## src/rtl/clkpwr_pkg.sv

```systemverilog
package clkpwr_pkg;

  typedef enum logic [1:0] {
    MODE_MAIN  = 2'b00,
    MODE_SUB   = 2'b01,
    MODE_SLEEP = 2'b10,
    MODE_STOP  = 2'b11
  } pwr_mode_e;

  typedef enum logic [1:0] {
    PS_RUN  = 2'b00,
    PS_STOP = 2'b01,
    PS_WARM = 2'b10
  } pwr_state_e;

  localparam int CKSEL_W = 2;
  localparam logic [CKSEL_W-1:0] CKSEL_RESERVED = 2'b01;

  // a clock-select code is taken unless it is the reserved one
  function automatic logic cksel_accept(input logic [CKSEL_W-1:0] v);
    return v != CKSEL_RESERVED;
  endfunction

  // the fast oscillator may be dropped only when bit 0 asks for it and
  // the slow source already carries the core
  function automatic logic osc_keep(input logic [CKSEL_W-1:0] cksel, input logic on_sub);
    return !(cksel[0] && on_sub);
  endfunction

  function automatic pwr_mode_e mode_encode(input pwr_state_e st, input logic slp,
                                            input logic on_sub);
    if (st != PS_RUN) return MODE_STOP;
    if (slp)          return MODE_SLEEP;
    if (on_sub)       return MODE_SUB;
    return MODE_MAIN;
  endfunction

endpackage

```

## src/rtl/clkpwr_modereg.sv

```systemverilog
module clkpwr_modereg
  import clkpwr_pkg::*;
#(
  parameter int NIRQ = 8
) (
  input  logic               clk,
  input  logic               rst_n,
  input  logic               wr_en,
  input  logic               wr_addr,
  input  logic [CKSEL_W-1:0] wr_data,
  input  logic               run_ok,
  input  logic [NIRQ-1:0]    irq_pend,
  output logic [CKSEL_W-1:0] cksel,
  output logic               sleeping
);

  logic wr_cksel, wr_sleep, irq_any;

  assign wr_cksel = wr_en && run_ok && !wr_addr && cksel_accept(wr_data);
  assign wr_sleep = wr_en && run_ok && wr_addr && wr_data[0];
  assign irq_any  = |irq_pend;

  always_ff @(posedge clk or negedge rst_n) begin
    if (!rst_n) begin
      cksel <= '0;
    end else if (wr_cksel) begin
      cksel <= wr_data;
    end
  end

  always_ff @(posedge clk or negedge rst_n) begin
    if (!rst_n) begin
      sleeping <= 1'b0;
    end else if (sleeping && irq_any) begin
      sleeping <= 1'b0;
    end else if (wr_sleep) begin
      sleeping <= 1'b1;
    end
  end

endmodule

```

## src/rtl/clkpwr_sync_chain.sv

```systemverilog
module clkpwr_sync_chain #(
  parameter int   N    = 2,
  parameter logic INIT = 1'b0
) (
  input  logic         clk,
  input  logic         rst_n,
  input  logic         tick,
  input  logic         req,
  output logic [N-1:0] q
);

  always_ff @(posedge clk or negedge rst_n) begin
    if (!rst_n) begin
      q <= {N{INIT}};
    end else if (tick) begin
      q <= {q[N-2:0], req};
    end
  end

endmodule

```

## src/rtl/clkpwr_selsync.sv

```systemverilog
module clkpwr_selsync #(
  parameter int SYNC_N = 2
) (
  input  logic clk,
  input  logic rst_n,
  input  logic main_tick_g,
  input  logic sub_tick,
  input  logic sel_sub,
  output logic act_main,
  output logic act_sub
);

  localparam int NSRC = 2;   // index 0: fast source, index 1: slow source

  logic [NSRC-1:0][SYNC_N-1:0] chain;
  logic [NSRC-1:0]             tick_v;
  logic [NSRC-1:0]             req_v;

  assign tick_v[0] = main_tick_g;
  assign tick_v[1] = sub_tick;

  // a source is requested only after the other chain has fully drained
  assign req_v[0] = !sel_sub && !(|chain[1]);
  assign req_v[1] =  sel_sub && !(|chain[0]);

  for (genvar g = 0; g < NSRC; g++) begin : g_src
    clkpwr_sync_chain #(
      .N    (SYNC_N),
      .INIT (1'(g == 0))
    ) u_chain (
      .clk   (clk),
      .rst_n (rst_n),
      .tick  (tick_v[g]),
      .req   (req_v[g]),
      .q     (chain[g])
    );
  end

  assign act_main = chain[0][SYNC_N-1];
  assign act_sub  = chain[1][SYNC_N-1];

endmodule

```

## src/rtl/clkpwr_stopctl.sv

```systemverilog
module clkpwr_stopctl
  import clkpwr_pkg::*;
#(
  parameter int NWAKE  = 6,
  parameter int WARM_W = 8
) (
  input  logic              clk,
  input  logic              rst_n,
  input  logic              stop_take,
  input  logic              osc_on_now,
  input  logic [NWAKE-1:0]  stop_wake,
  input  logic              sub_tick,
  input  logic [WARM_W-1:0] warm_len,
  output pwr_state_e        st
);

  logic              need_warm;
  logic [WARM_W-1:0] cnt;
  logic              wake_any;

  assign wake_any = |stop_wake;

  always_ff @(posedge clk or negedge rst_n) begin
    if (!rst_n) begin
      st        <= PS_RUN;
      need_warm <= 1'b0;
      cnt       <= '0;
    end else begin
      case (st)
        PS_RUN: begin
          cnt <= '0;
          if (stop_take) begin
            st        <= PS_STOP;
            need_warm <= osc_on_now;
          end
        end
        PS_STOP: begin
          if (wake_any) st <= need_warm ? PS_WARM : PS_RUN;
        end
        PS_WARM: begin
          if (cnt == warm_len) st  <= PS_RUN;
          else if (sub_tick)   cnt <= cnt + 1'b1;
        end
        default: st <= PS_RUN;
      endcase
    end
  end

endmodule

```

## src/rtl/clkpwr_ctrl.sv

```systemverilog
module clkpwr_ctrl
  import clkpwr_pkg::*;
#(
  parameter int NIRQ   = 8,
  parameter int NWAKE  = 6,
  parameter int WARM_W = 8,
  parameter int SYNC_N = 2
) (
  input  logic              clk,
  input  logic              rst_n,
  input  logic              main_tick,
  input  logic              sub_tick,
  input  logic              wr_en,
  input  logic              wr_addr,
  input  logic [1:0]        wr_data,
  input  logic              stop_req,
  input  logic [NIRQ-1:0]   irq_pend,
  input  logic [NWAKE-1:0]  stop_wake,
  input  logic [WARM_W-1:0] warm_len,
  output logic              cpu_clk_en,
  output logic              per_clk_en,
  output logic              main_osc_en,
  output logic [1:0]        mode
);

  // named internal events, also observed by the bound checker
  logic [CKSEL_W-1:0] cksel;
  logic               sleeping;
  logic               act_main, act_sub;
  logic               main_tick_g;
  logic               src_tick;
  logic               run_ok;
  logic               stop_take;
  logic               st_run, st_stop, st_warm;
  logic               wake_any, irq_any;
  pwr_state_e         st;

  assign st_run    = (st == PS_RUN);
  assign st_stop   = (st == PS_STOP);
  assign st_warm   = (st == PS_WARM);
  assign run_ok    = st_run && !sleeping;
  assign stop_take = stop_req && run_ok;
  assign wake_any  = |stop_wake;
  assign irq_any   = |irq_pend;

  clkpwr_modereg #(.NIRQ(NIRQ)) u_reg (
    .clk      (clk),
    .rst_n    (rst_n),
    .wr_en    (wr_en),
    .wr_addr  (wr_addr),
    .wr_data  (wr_data),
    .run_ok   (run_ok),
    .irq_pend (irq_pend),
    .cksel    (cksel),
    .sleeping (sleeping)
  );

  clkpwr_stopctl #(.NWAKE(NWAKE), .WARM_W(WARM_W)) u_stop (
    .clk        (clk),
    .rst_n      (rst_n),
    .stop_take  (stop_take),
    .osc_on_now (!cksel[0]),
    .stop_wake  (stop_wake),
    .sub_tick   (sub_tick),
    .warm_len   (warm_len),
    .st         (st)
  );

  assign main_osc_en = st_run ? osc_keep(cksel, act_sub) : st_warm;
  assign main_tick_g = main_tick && main_osc_en;

  clkpwr_selsync #(.SYNC_N(SYNC_N)) u_sel (
    .clk         (clk),
    .rst_n       (rst_n),
    .main_tick_g (main_tick_g),
    .sub_tick    (sub_tick),
    .sel_sub     (cksel[1]),
    .act_main    (act_main),
    .act_sub     (act_sub)
  );

  assign src_tick   = (main_tick_g && act_main) || (sub_tick && act_sub);
  assign cpu_clk_en = src_tick && run_ok;
  assign per_clk_en = st_run ? src_tick : sub_tick;
  assign mode       = mode_encode(st, sleeping, act_sub);

endmodule

```

## config.mk

```make
export PLATFORM = sky130hd
export DESIGN_NAME = clkpwr_ctrl
export DESIGN_NICKNAME = d
export VERILOG_FILES = /design/src/rtl/clkpwr_pkg.sv /design/src/rtl/clkpwr_modereg.sv /design/src/rtl/clkpwr_sync_chain.sv /design/src/rtl/clkpwr_selsync.sv /design/src/rtl/clkpwr_stopctl.sv /design/src/rtl/clkpwr_ctrl.sv
export SDC_FILE = /design/constraint.sdc
export NUM_CORES = 1
export LEC_CHECK = 0
export ABC_AREA = 0
export BUFFER_PORTS_ARGS = -buffer_cell sky130_fd_sc_hd__buf_2
export CAP_MARGIN = 20
export CORE_ASPECT_RATIO = 1.2
export CORE_UTILIZATION = 50
export DETAILED_ROUTE_END_ITERATION = 12
export PLACE_DENSITY = 0.88
export SLEW_MARGIN = 20
export SYNTH_ARGS = -nofsm -noshare
export SYNTH_HDL_FRONTEND = slang
export SYNTH_SLANG_ARGS = --single-unit
```

## constraint.sdc

```tcl
create_clock -name clk -period 2.3 [get_ports clk]
set_input_delay 0.575 -clock clk [delete_from_list [all_inputs] [get_ports clk]]
set_output_delay 0.575 -clock clk [all_outputs]
set_load 0.02 [all_outputs]
```

# --- Yosys cells after proc, flatten, opt, wreduce, memory -nomap -nowiden ---
# Cells that the tools add are included.
word_totals:
  reg_bits: 18
  input_bits: 31
  wordCells: 75
op_classes:
  addsub: 1
  n_eq_ne: 9
  muxes: 24
  reduce_logical: 34
op_table:
  columns: ["operator", "count"]
  rows:
  - ["2-bit 2-to-1 mux", 10]
  - ["8-bit 2-to-1 mux", 2]
  - ["8-bit case mux with 2 select lines", 1]
  - ["1-bit logical AND", 15]
  - ["1-bit 2-to-1 mux", 10]
  - ["8-bit by 1-bit adder with 8-bit output (second input constant)", 1]
  - ["8-bit equality test", 1]
  - ["8-bit OR reduction", 1]
  - ["1-bit logical NOT", 7]
  - ["2-bit by 1-bit != test with 1-bit output (second input constant)", 3]
  - ["2-bit != test (second input constant)", 3]
  - ["2-bit case mux with 3 select lines", 1]
  - ["3-bit AND reduction", 2]
  - ["2-bit nonzero test", 3]
  - ["6-bit OR reduction", 1]
  - ["2-bit OR reduction", 2]
  - ["2-bit by 1-bit equality test with 1-bit output (second input constant)", 1]
  - ["2-bit equality test (second input constant)", 1]
  - ["2-bit logical NOT", 1]
  - ["2-bit AND reduction", 1]
  - ["1-bit logical OR", 1]

# --- Longest topological paths before layout ---
# Gate-level depths: netlist (run 1).
logic_depth:
  depth_word: 8
  depth_mapped: 7

# --- Modules after synthesis ---
# From an unflattened synthesis (run 1), not the netlist that was laid out.
unflattened:
  cells_unflattened: 118
  area_unflattened_um2: 1154.9
modules_own_cells:
  columns: ["mod", "instances", "cells_per_inst", "area_each_um2"]
  rows:
  - ["clkpwr_stopctl", 1, 80, 757.0]
  - ["clkpwr_modereg", 1, 13, 147.6]
  - ["clkpwr_ctrl", 1, 15, 85.1]
  - ["clkpwr_sync_chain (u_sel.g_src[0].u_chain)", 1, 4, 75.1]
  - ["clkpwr_sync_chain (u_sel.g_src[1].u_chain)", 1, 4, 72.6]
  - ["clkpwr_selsync", 1, 2, 17.5]

# --- Worst setup path after synthesis (run 1) ---
# Ideal clock, no wire load.
synth_timing:
  path_type: "register to output"
  start: "register u_stop.st[0]"
  end: "output per_clk_en"
  t_arrival_ns: 1.712
  required_time_ns: 1.725
  path_slack_ns: 0.013
  stages_incl_launch_ff: 5
  path_buffers: 1
  cell_sequence: "dfrtp_1 -> clkbuf_1 -> a31oi_1 -> nand3_1 -> o31ai_1"
synth_between:
  elab_chain_len: 6
  elab_cells_between_ends: 7
  cone_classes: "1 x eq/ne; 2 x mux; 4 x reduce/logical"
synth_rtl:
  columns: ["item", "line_no", "source"]
  rows:
  - ["start, declared", "clkpwr_stopctl.sv:14", "output pwr_state_e st"]
  - ["start signal, assigned", "clkpwr_stopctl.sv:38", "if (wake_any) st <= need_warm ? PS_WARM : PS_RUN;"]
  - ["2-bit equality test or 2-bit logical NOT (tied branches)", "clkpwr_ctrl.sv:40, clkpwr_ctrl.sv:38", null]
  - ["1-bit 2-to-1 mux *", "clkpwr_ctrl.sv:69", "assign main_osc_en = st_run ? osc_keep(cksel, act_sub) : st_warm;"]
  - ["via main_osc_en", "clkpwr_ctrl.sv:22", "output logic main_osc_en,"]
  - ["1-bit logical AND *", "clkpwr_ctrl.sv:70", "assign main_tick_g = main_tick && main_osc_en;"]
  - ["1-bit logical AND *", "clkpwr_ctrl.sv:82", "assign src_tick = (main_tick_g && act_main) || (sub_tick && act_sub);"]
  - ["1-bit logical OR *", "clkpwr_ctrl.sv:82", null]
  - ["1-bit 2-to-1 mux *", "clkpwr_ctrl.sv:84", "assign per_clk_en = st_run ? src_tick : sub_tick;"]
  - ["end, declared", "clkpwr_ctrl.sv:21", "output logic per_clk_en,"]
# Mark *: on every way through the listed nets, which the timed path passes. The rest lies on a longest branch.

# --- Worst setup path after layout (run 1) ---
layout_timing:
  start: "register u_stop.st[1]"
  end: "output per_clk_en"
layout_between:
  elab_chain_len: 6
  elab_cells_between_ends: 7
  cone_classes: "1 x eq/ne; 2 x mux; 4 x reduce/logical"
layout_rtl:
  columns: ["item", "line_no"]
  rows:
  - ["2-bit equality test or 2-bit logical NOT (tied branches)", "clkpwr_ctrl.sv:40, clkpwr_ctrl.sv:38"]
  - ["1-bit 2-to-1 mux", "clkpwr_ctrl.sv:69"]
  - ["1-bit logical AND", "clkpwr_ctrl.sv:70"]
  - ["1-bit logical AND", "clkpwr_ctrl.sv:82"]
  - ["1-bit logical OR", "clkpwr_ctrl.sv:82"]
  - ["1-bit 2-to-1 mux *", "clkpwr_ctrl.sv:84"]
# Mark *: on every way between the ends. The rest lies on a longest branch, timed or not.

==> results of run 1 <==
[repair_timing]
action | in CTS | in global routing
endpoints found under the setup margin | 0 | 2
resized for setup | 0 | 1
buffers inserted | 0 | 0
[path summary, 6_finish.rpt]
check | startpoint | end | slack (ns) | cells past startpoint
max | u_stop.st[1] | per_clk_en | 0.13 | 5
min | rst_n | u_stop.cnt[5] | 0.20 | 1
max reg2reg | u_stop.cnt[5] | u_stop.cnt[5] | 0.38 | 5
min reg2reg | u_reg.cksel[1] | u_sel.g_src[0].u_chain.q[0] | 0.45 | 1
max in group asynchronous | rst_n | u_sel.g_src[0].u_chain.q[0] | 1.78 | 1
min in group clk | u_reg.cksel[1] | u_sel.g_src[0].u_chain.q[0] | 0.45 | 1
[synthesized netlist by cell type]
library cell / instances / area [sq um]
a211o_1: 1 / 8.76
a211oi_1: 1 / 7.51
a21boi_2: 1 / 11.3
a21o_2: 1 / 8.76
a21oi_1: 4 / 20.0
a221o_1: 1 / 10.0
a22oi_1: 1 / 7.51
a31oi_1: 2 / 12.5
a41o_1: 1 / 10.0
a41o_2: 1 / 11.3
and3_1: 2 / 12.5
buf_2: 1 / 5.00
buf_6: 3 / 33.8
clkbuf_1: 4 / 15.0
dfrtp_1: 16 / 400
dfstp_2: 2 / 52.6
ha_1: 1 / 12.5
inv_1: 4 / 15.0
mux2_2: 2 / 22.5
mux2i_1: 2 / 20.0
nand2_1: 26 / 97.6
nand2b_1: 1 / 6.26
nand3_1: 3 / 15.0
nand3_2: 1 / 10.0
nand4_1: 4 / 25.0
nor2_1: 11 / 41.3
nor2b_1: 1 / 6.26
nor3_1: 3 / 15.0
nor3b_1: 1 / 7.51
nor4_1: 2 / 12.5
nor4_2: 2 / 25.0
nor4b_1: 1 / 8.76
o211ai_1: 1 / 7.51
o21ai_0: 7 / 35.0
o311ai_0: 2 / 17.5
o31ai_1: 2 / 15.0
o41ai_1: 1 / 8.76
xor2_1: 8 / 70.1
[metrics by stage]
step	std cells	area [sq um]	worst slack [ns]
after detailed placement	187	1290	0.229
after floorplan	128	1120	0.0132
final	191	1330	0.129
after global routing	191	1330	0.0000887
after global placement	187	1290	0.303
after CTS	191	1330	0.0490
[registers in the layout (all words and copies together), names as in the netlist]
register,flops
u_stop.cnt,8
u_stop.need_warm,1
u_stop.st,2
u_reg.sleeping,1
u_sel.g_src.u_chain.q,4
u_reg.cksel,2
[cells by family after synthesis]
group,Yosys count
and+or+nand+nor,58
buffers and inverters,12
muxes,4
DFF,18
xor gates and xnor gates,8
adders and majority gates,1
AOI/OAI and AO/OA,27
[layout make-up]
cell class	count	area, sq um	area share, %
multi-input combinational	98	599	45.0
sequential	18	454	34.1
timing repair buffer	37	190	14.3
tap	30	37.5	2.82
clock buffer	4	36.3	2.72
inverter	4	15.0	1.13
[metal layers]
layer / up-vias / global-route usage (%) / wire (microns)
li1: 524 / - / -
met1: 493 / 25.7 / 987
met2: 41 / 42.8 / 1270
met3: 0 / 3.02 / 124
met4: 0 / 7.58 / 0
met5: - / 0 / 0
[report_power, final]
| part | leakage (nW) | switching, mW | total, mW | internal, mW |
|---|---|---|---|---|
| Sequential | 0.229 | 0.0880 | 0.500 | 0.412 |
| Clock | 0.0210 | 0.0932 | 0.189 | 0.0962 |
| Combinational | 0.390 | 0.247 | 0.414 | 0.167 |
[worst max-delay path: cells and delay by family, from the launching register on]
| kind | cells | cell delay (ns) |
|---|---|---|
| AOI/OAI and AO/OA | 2 | 0.44 |
| buffers and inverters | 2 | 0.30 |
| DFF | 1 | 0.44 |
| and+or+nand+nor | 1 | 0.14 |
[placed cells by master, fill, tap and decap left out, drive strengths merged, types with 3 or more instances in the layout]
cell type   n
a21oi       4
nand3       4
nor2       11
xor2        8
nand2      26
nand4       4
nor4        4
buf        37
dfrtp      16
o21ai       7
clkbuf      4
nor3        3
inv         4
==> run_results.csv, run 1 <==
group,metric,value,unit
global_routing,grt_pass1_wl,4000,microns
synth,ys_warn_count,0,
route,routed_wl,2380,microns
clock_network,clockBufferDepth,2,
sta,skew,0.00562,ns
route,first_pass_iters,4,
finish,final_util,63.6,%
global_routing,antenna_found_initial,0,
die,dieArea,0.00244,sq mm
finish,area_growth,18.9,%
synth,synth-simple-area-share,25.2,%
run,maxCapViolCount,0,
finish,drive_gt1_share,32.3,%
global_routing,overflow,0,
clock_network,numCtsBuffers,3,
clock_network,clk_pin_slew,0.10,ns
sta,holdWs,0.202,ns
synth,synth_fa_ha_area_share,1.12,%
power_and_ir_drop,p_leak,0.640,nW
synth,synth_xor_area_share,6.25,%
finish,finalNetCount,194,
min_path,hold_path.class,"primary input to asynchronous set/reset pin",
power_and_ir_drop,ir_drop,0.651,mV
die,die_height,53.9,microns
sta,fin_tns_setup,0,ns
synth,syn-num-nets,160,
placed_design,io_buffers,35,
sta,maxSlewHeadroom,69.0,%
die,fp.dieW,45.2,microns
die,ios,36,
critical_path,worst-path-max-fanout,7,
critical_path,slowest_delay,0.44,ns
critical_path,critPathLaunchType,"flop",
synth,synth_top_family_by_area,"simple AND/OR/NAND/NOR gates",
synth,postSynthCellCount,128,
clock_network,root_buffer,"clkbuf_4",
critical_path,end_kind,"output port",
global_routing,grt_start_max_net_pins,19,
critical_path,worstPathArrival,1.60,ns
placed_design,dpl.hpwl,1920,microns
route,ant_nets,0,
clock_network,htreeDepth,1,
die,core,0.00209,sq mm
sta,hold_violations,0,
synth,syn_area,0.00112,sq mm
sta,slew_violations,0,
route,drt_drc_violations_left,0,
synth,ys_types,38,
synth,ys_ff_latch,18,
finish,n_fill_cell,193,
clock_network,clock-sinks,18,
placed_design,gp_congestion,0.915,
global_routing,grt_pass1_vias,982,
synth,synth_compound_gate_area_share,17.1,%
sta,post-route-min-period,2.17,ns
critical_path,cp_slowest_cell,"dfrtp_2",
clock_network,clock_latency,0.28,ns
route,drt_iter0_markers,21,
sta,rsz0062_at_grt,"no",
global_routing,grt_usage,22.7,%
critical_path,critical_path_class,"flop to output port",
route,vias,1058,
critical_path,crit_required,1.73,ns
sta,fmax,461,MHz
power_and_ir_drop,powerDensity,828,mW/mm^2
route,wl_per_cell,12.5,microns
die,start_util,53.5,%
finish,antenna-diode-count,0,
synth,synth-seq-area-share,40.4,%
sta,finalCritPeriodShare,94.4,%
clock_network,cts_tree,"yes",
synth,synth.area.mux_share,3.79,%
sta,setup_violations,0,
route,routed_via_density,5.54,
die,rows,18,
critical_path,cp_cell_sequence,"inv_1 > a31oi_1 > nand3_1 > o31ai_1 > buf_2",
run_status,status,"finished clean",
power_and_ir_drop,p_total,1.10,mW
synth,avgSynthCellArea,8.76,sq um
sta,tightest_slew,0.462,ns
clock_network,holdBufCountCts,0,
Power figures use the tool's default switching activity.
==> run 2: changes to the inputs <==
==> constraint.sdc (replaced) <==
create_clock -name clk -period 2.1 [get_ports clk]
set_input_delay 0.525 -clock clk [delete_from_list [all_inputs] [get_ports clk]]
set_output_delay 0.525 -clock clk [all_outputs]
set_load 0.02 [all_outputs]
==> run 2 against run 1 <==
Count of clock-buffer cells in the layout is the same. First-iteration DRC count increased by 9.5%. Final cell count increased by 1.0%. Critical endpoint unchanged. Largest cell class unchanged. Critical path depth stayed put. Core utilization is 3.9 points higher. Combinational power grew 33%. Clock power increased by 10%.
==> run_results.csv, run 2 (synthesized netlist as in run 1, its figures left out) <==
group,metric,value,unit
run_status,status,"finished clean",
clock_network,clock_latency,0.29,ns
finish,finalNetCount,196,
power_and_ir_drop,power.internal,794,uW
die,die_height,53.9,microns
clock_network,holdBufCountCts,0,
power_and_ir_drop,ir_drop,0.665,mV
clock_network,clk_pin_slew,0.10,ns
finish,largestRegisters,"u_stop.cnt: 8 flops, u_sel.g_src.u_chain.q: 4 flops",
global_routing,grt_pass1_vias,990,
finish,layout_commonest_cell,"buf_2",
sta,skew,0.00453,ns
global_routing,grt_start_max_net_pins,19,
critical_path,reg2regPathDepth,5,
critical_path,cp_slowest_cell,"dfrtp_2",
finish,layout_common_cells,"buf_2 (33), nand2_1 (26), dfrtp_1 (14)",
route,first_pass_iters,4,
critical_path,worstPathArrival,1.50,ns
global_routing,grt_pass1_wl,4280,microns
power_and_ir_drop,p_leak,0.664,nW
sta,finalCritPeriodShare,96.5,%
critical_path,critical_path_class,"flop to output port",
route,drt_drc_violations_left,0,
placed_design,dpl.hpwl,2020,microns
critical_path,cp_cell_sequence,"inv_2 > a31oi_4 > nand3_2 > o31ai_2 > buf_4",
die,dieArea,0.00244,sq mm
sta,slew_violations,0,
route,vias,1078,
power_and_ir_drop,p_clk_share,15.7,%
global_routing,grt_usage,24.8,%
finish,area_growth,26.2,%
placed_design,io_buffers,35,
finish,drive_gt1_share,36.8,%
route,routed_wl,2620,microns
global_routing,overflow,0,
die,ios,36,
run,maxCapViolCount,0,
critical_path,r2r_slack,0.27,ns
sta,setup_violations,0,
finish,antenna-diode-count,0,
route,ant_nets,0,
min_path,hold_path.class,"primary input to asynchronous set/reset pin",
finish,final_util,67.6,%
clock_network,cts_tree,"yes",
sta,post-route-min-period,2.03,ns
power_and_ir_drop,sw_frac_of_total,40.1,%
clock_network,htreeDepth,1,
sta,fin_tns_setup,0,ns
clock_network,clockBufferDepth,2,
power_and_ir_drop,pwr-share-seq,42.9,%
sta,tightest_slew,0.393,ns
sta,maxSlewHeadroom,73.6,%
die,start_util,53.5,%
route,drt_iter0_markers,23,
power_and_ir_drop,powerDensity,937,mW/mm^2
route,wl_per_cell,13.6,microns
clock_network,clock-sinks,18,
critical_path,worstSetupStartpoint,"u_stop.st[1]",
die,fp.dieW,45.2,microns
finish,largest_register_ffs,8,
global_routing,antenna_found_initial,0,
critical_path,worst-path-max-fanout,5,
sta,fmax,493,MHz
critical_path,critPathLaunchType,"flop",
route,routed_via_density,5.59,
power_and_ir_drop,power.switching,532,uW
sta,hold_violations,0,
clock_network,numCtsBuffers,3,
sta,rsz0062_at_grt,"no",
critical_path,r2r_start,"u_stop.cnt[3]",
die,rows,18,
critical_path,crit_required,1.57,ns
placed_design,gp_congestion,0.882,
power_and_ir_drop,p_comb_share,41.5,%
finish,n_fill_cell,185,
clock_network,root_buffer,"clkbuf_4",
power_and_ir_drop,p_total,1.33,mW
critical_path,end_kind,"output port",
critical_path,slowest_delay,0.42,ns
finish,largest-register,"u_stop.cnt",
critical_path,rr_endpoint,"u_stop.cnt[5]",
die,core,0.00209,sq mm
-- run 2: worst max path at each step --
stage | endpoint | slack [ns] | cells past startpoint
final | per_clk_en | 0.07 | 5
after global routing | per_clk_en | 0.002 | 4
after CTS | per_clk_en | 0.00004 | 5
after detailed placement | u_stop.cnt[5] | 0.06 | 6
after global placement | u_stop.cnt[5] | 0.16 | 6
after floorplan | per_clk_en | 0.01 | 4
-- run 2: what timing repair did --
item	CTS	global route
cloned	0	0
endpoints found under the hold margin	0	0
buffers inserted	0	2
endpoints found under the setup margin	2	3
pin swaps	0	2
gates resized for setup	4	9
-- run 2: cell type report --
type	instances	area [sq um]	area share (%)
tap	30	37.5	2.65
timing repair buffer	39	210	14.9
clock buffer	4	36.3	2.56
inverter	4	15.0	1.06
sequential	18	455	32.2
multi-input combinational	98	661	46.7
-- run 2: power groups by stage --
stage	clock, mW	combinational, mW	sequential [mW]
2_1_floorplan	0	0.335	0.512
3_3_place_gp	0	0.448	0.548
3_5_place_dp	0	0.465	0.555
4_1_cts	0.217	0.482	0.556
5_1_grt	0.239	0.610	0.580
6_report	0.208	0.550	0.568
-- run 2: worst max-delay path, delay by kind of cell (launching register included) --
kind,cells,cell delay (ns)
compound gates,2,0.42
flops,1,0.42
buf+inv,2,0.26
simple gates,1,0.11
-- run 2: layer usage --
layer,routed length (microns),global-route usage [%]
met5,0,0
met4,74,12.6
met3,95,2.35
met2,1390,45.7
met1,1060,27.8
-- run 2: metrics by stage --
step,cells,hold slack (ns),worst slack [ns],instance area (sq um)
5_1_grt,193,0.145,0.00223,1420
3_5_place_dp,187,0.434,0.0646,1300
3_3_place_gp,187,0.414,0.164,1300
4_1_cts,191,0.143,0.0000416,1350
2_1_floorplan,128,0.229,0.0137,1130
6_report,193,0.137,0.0729,1420
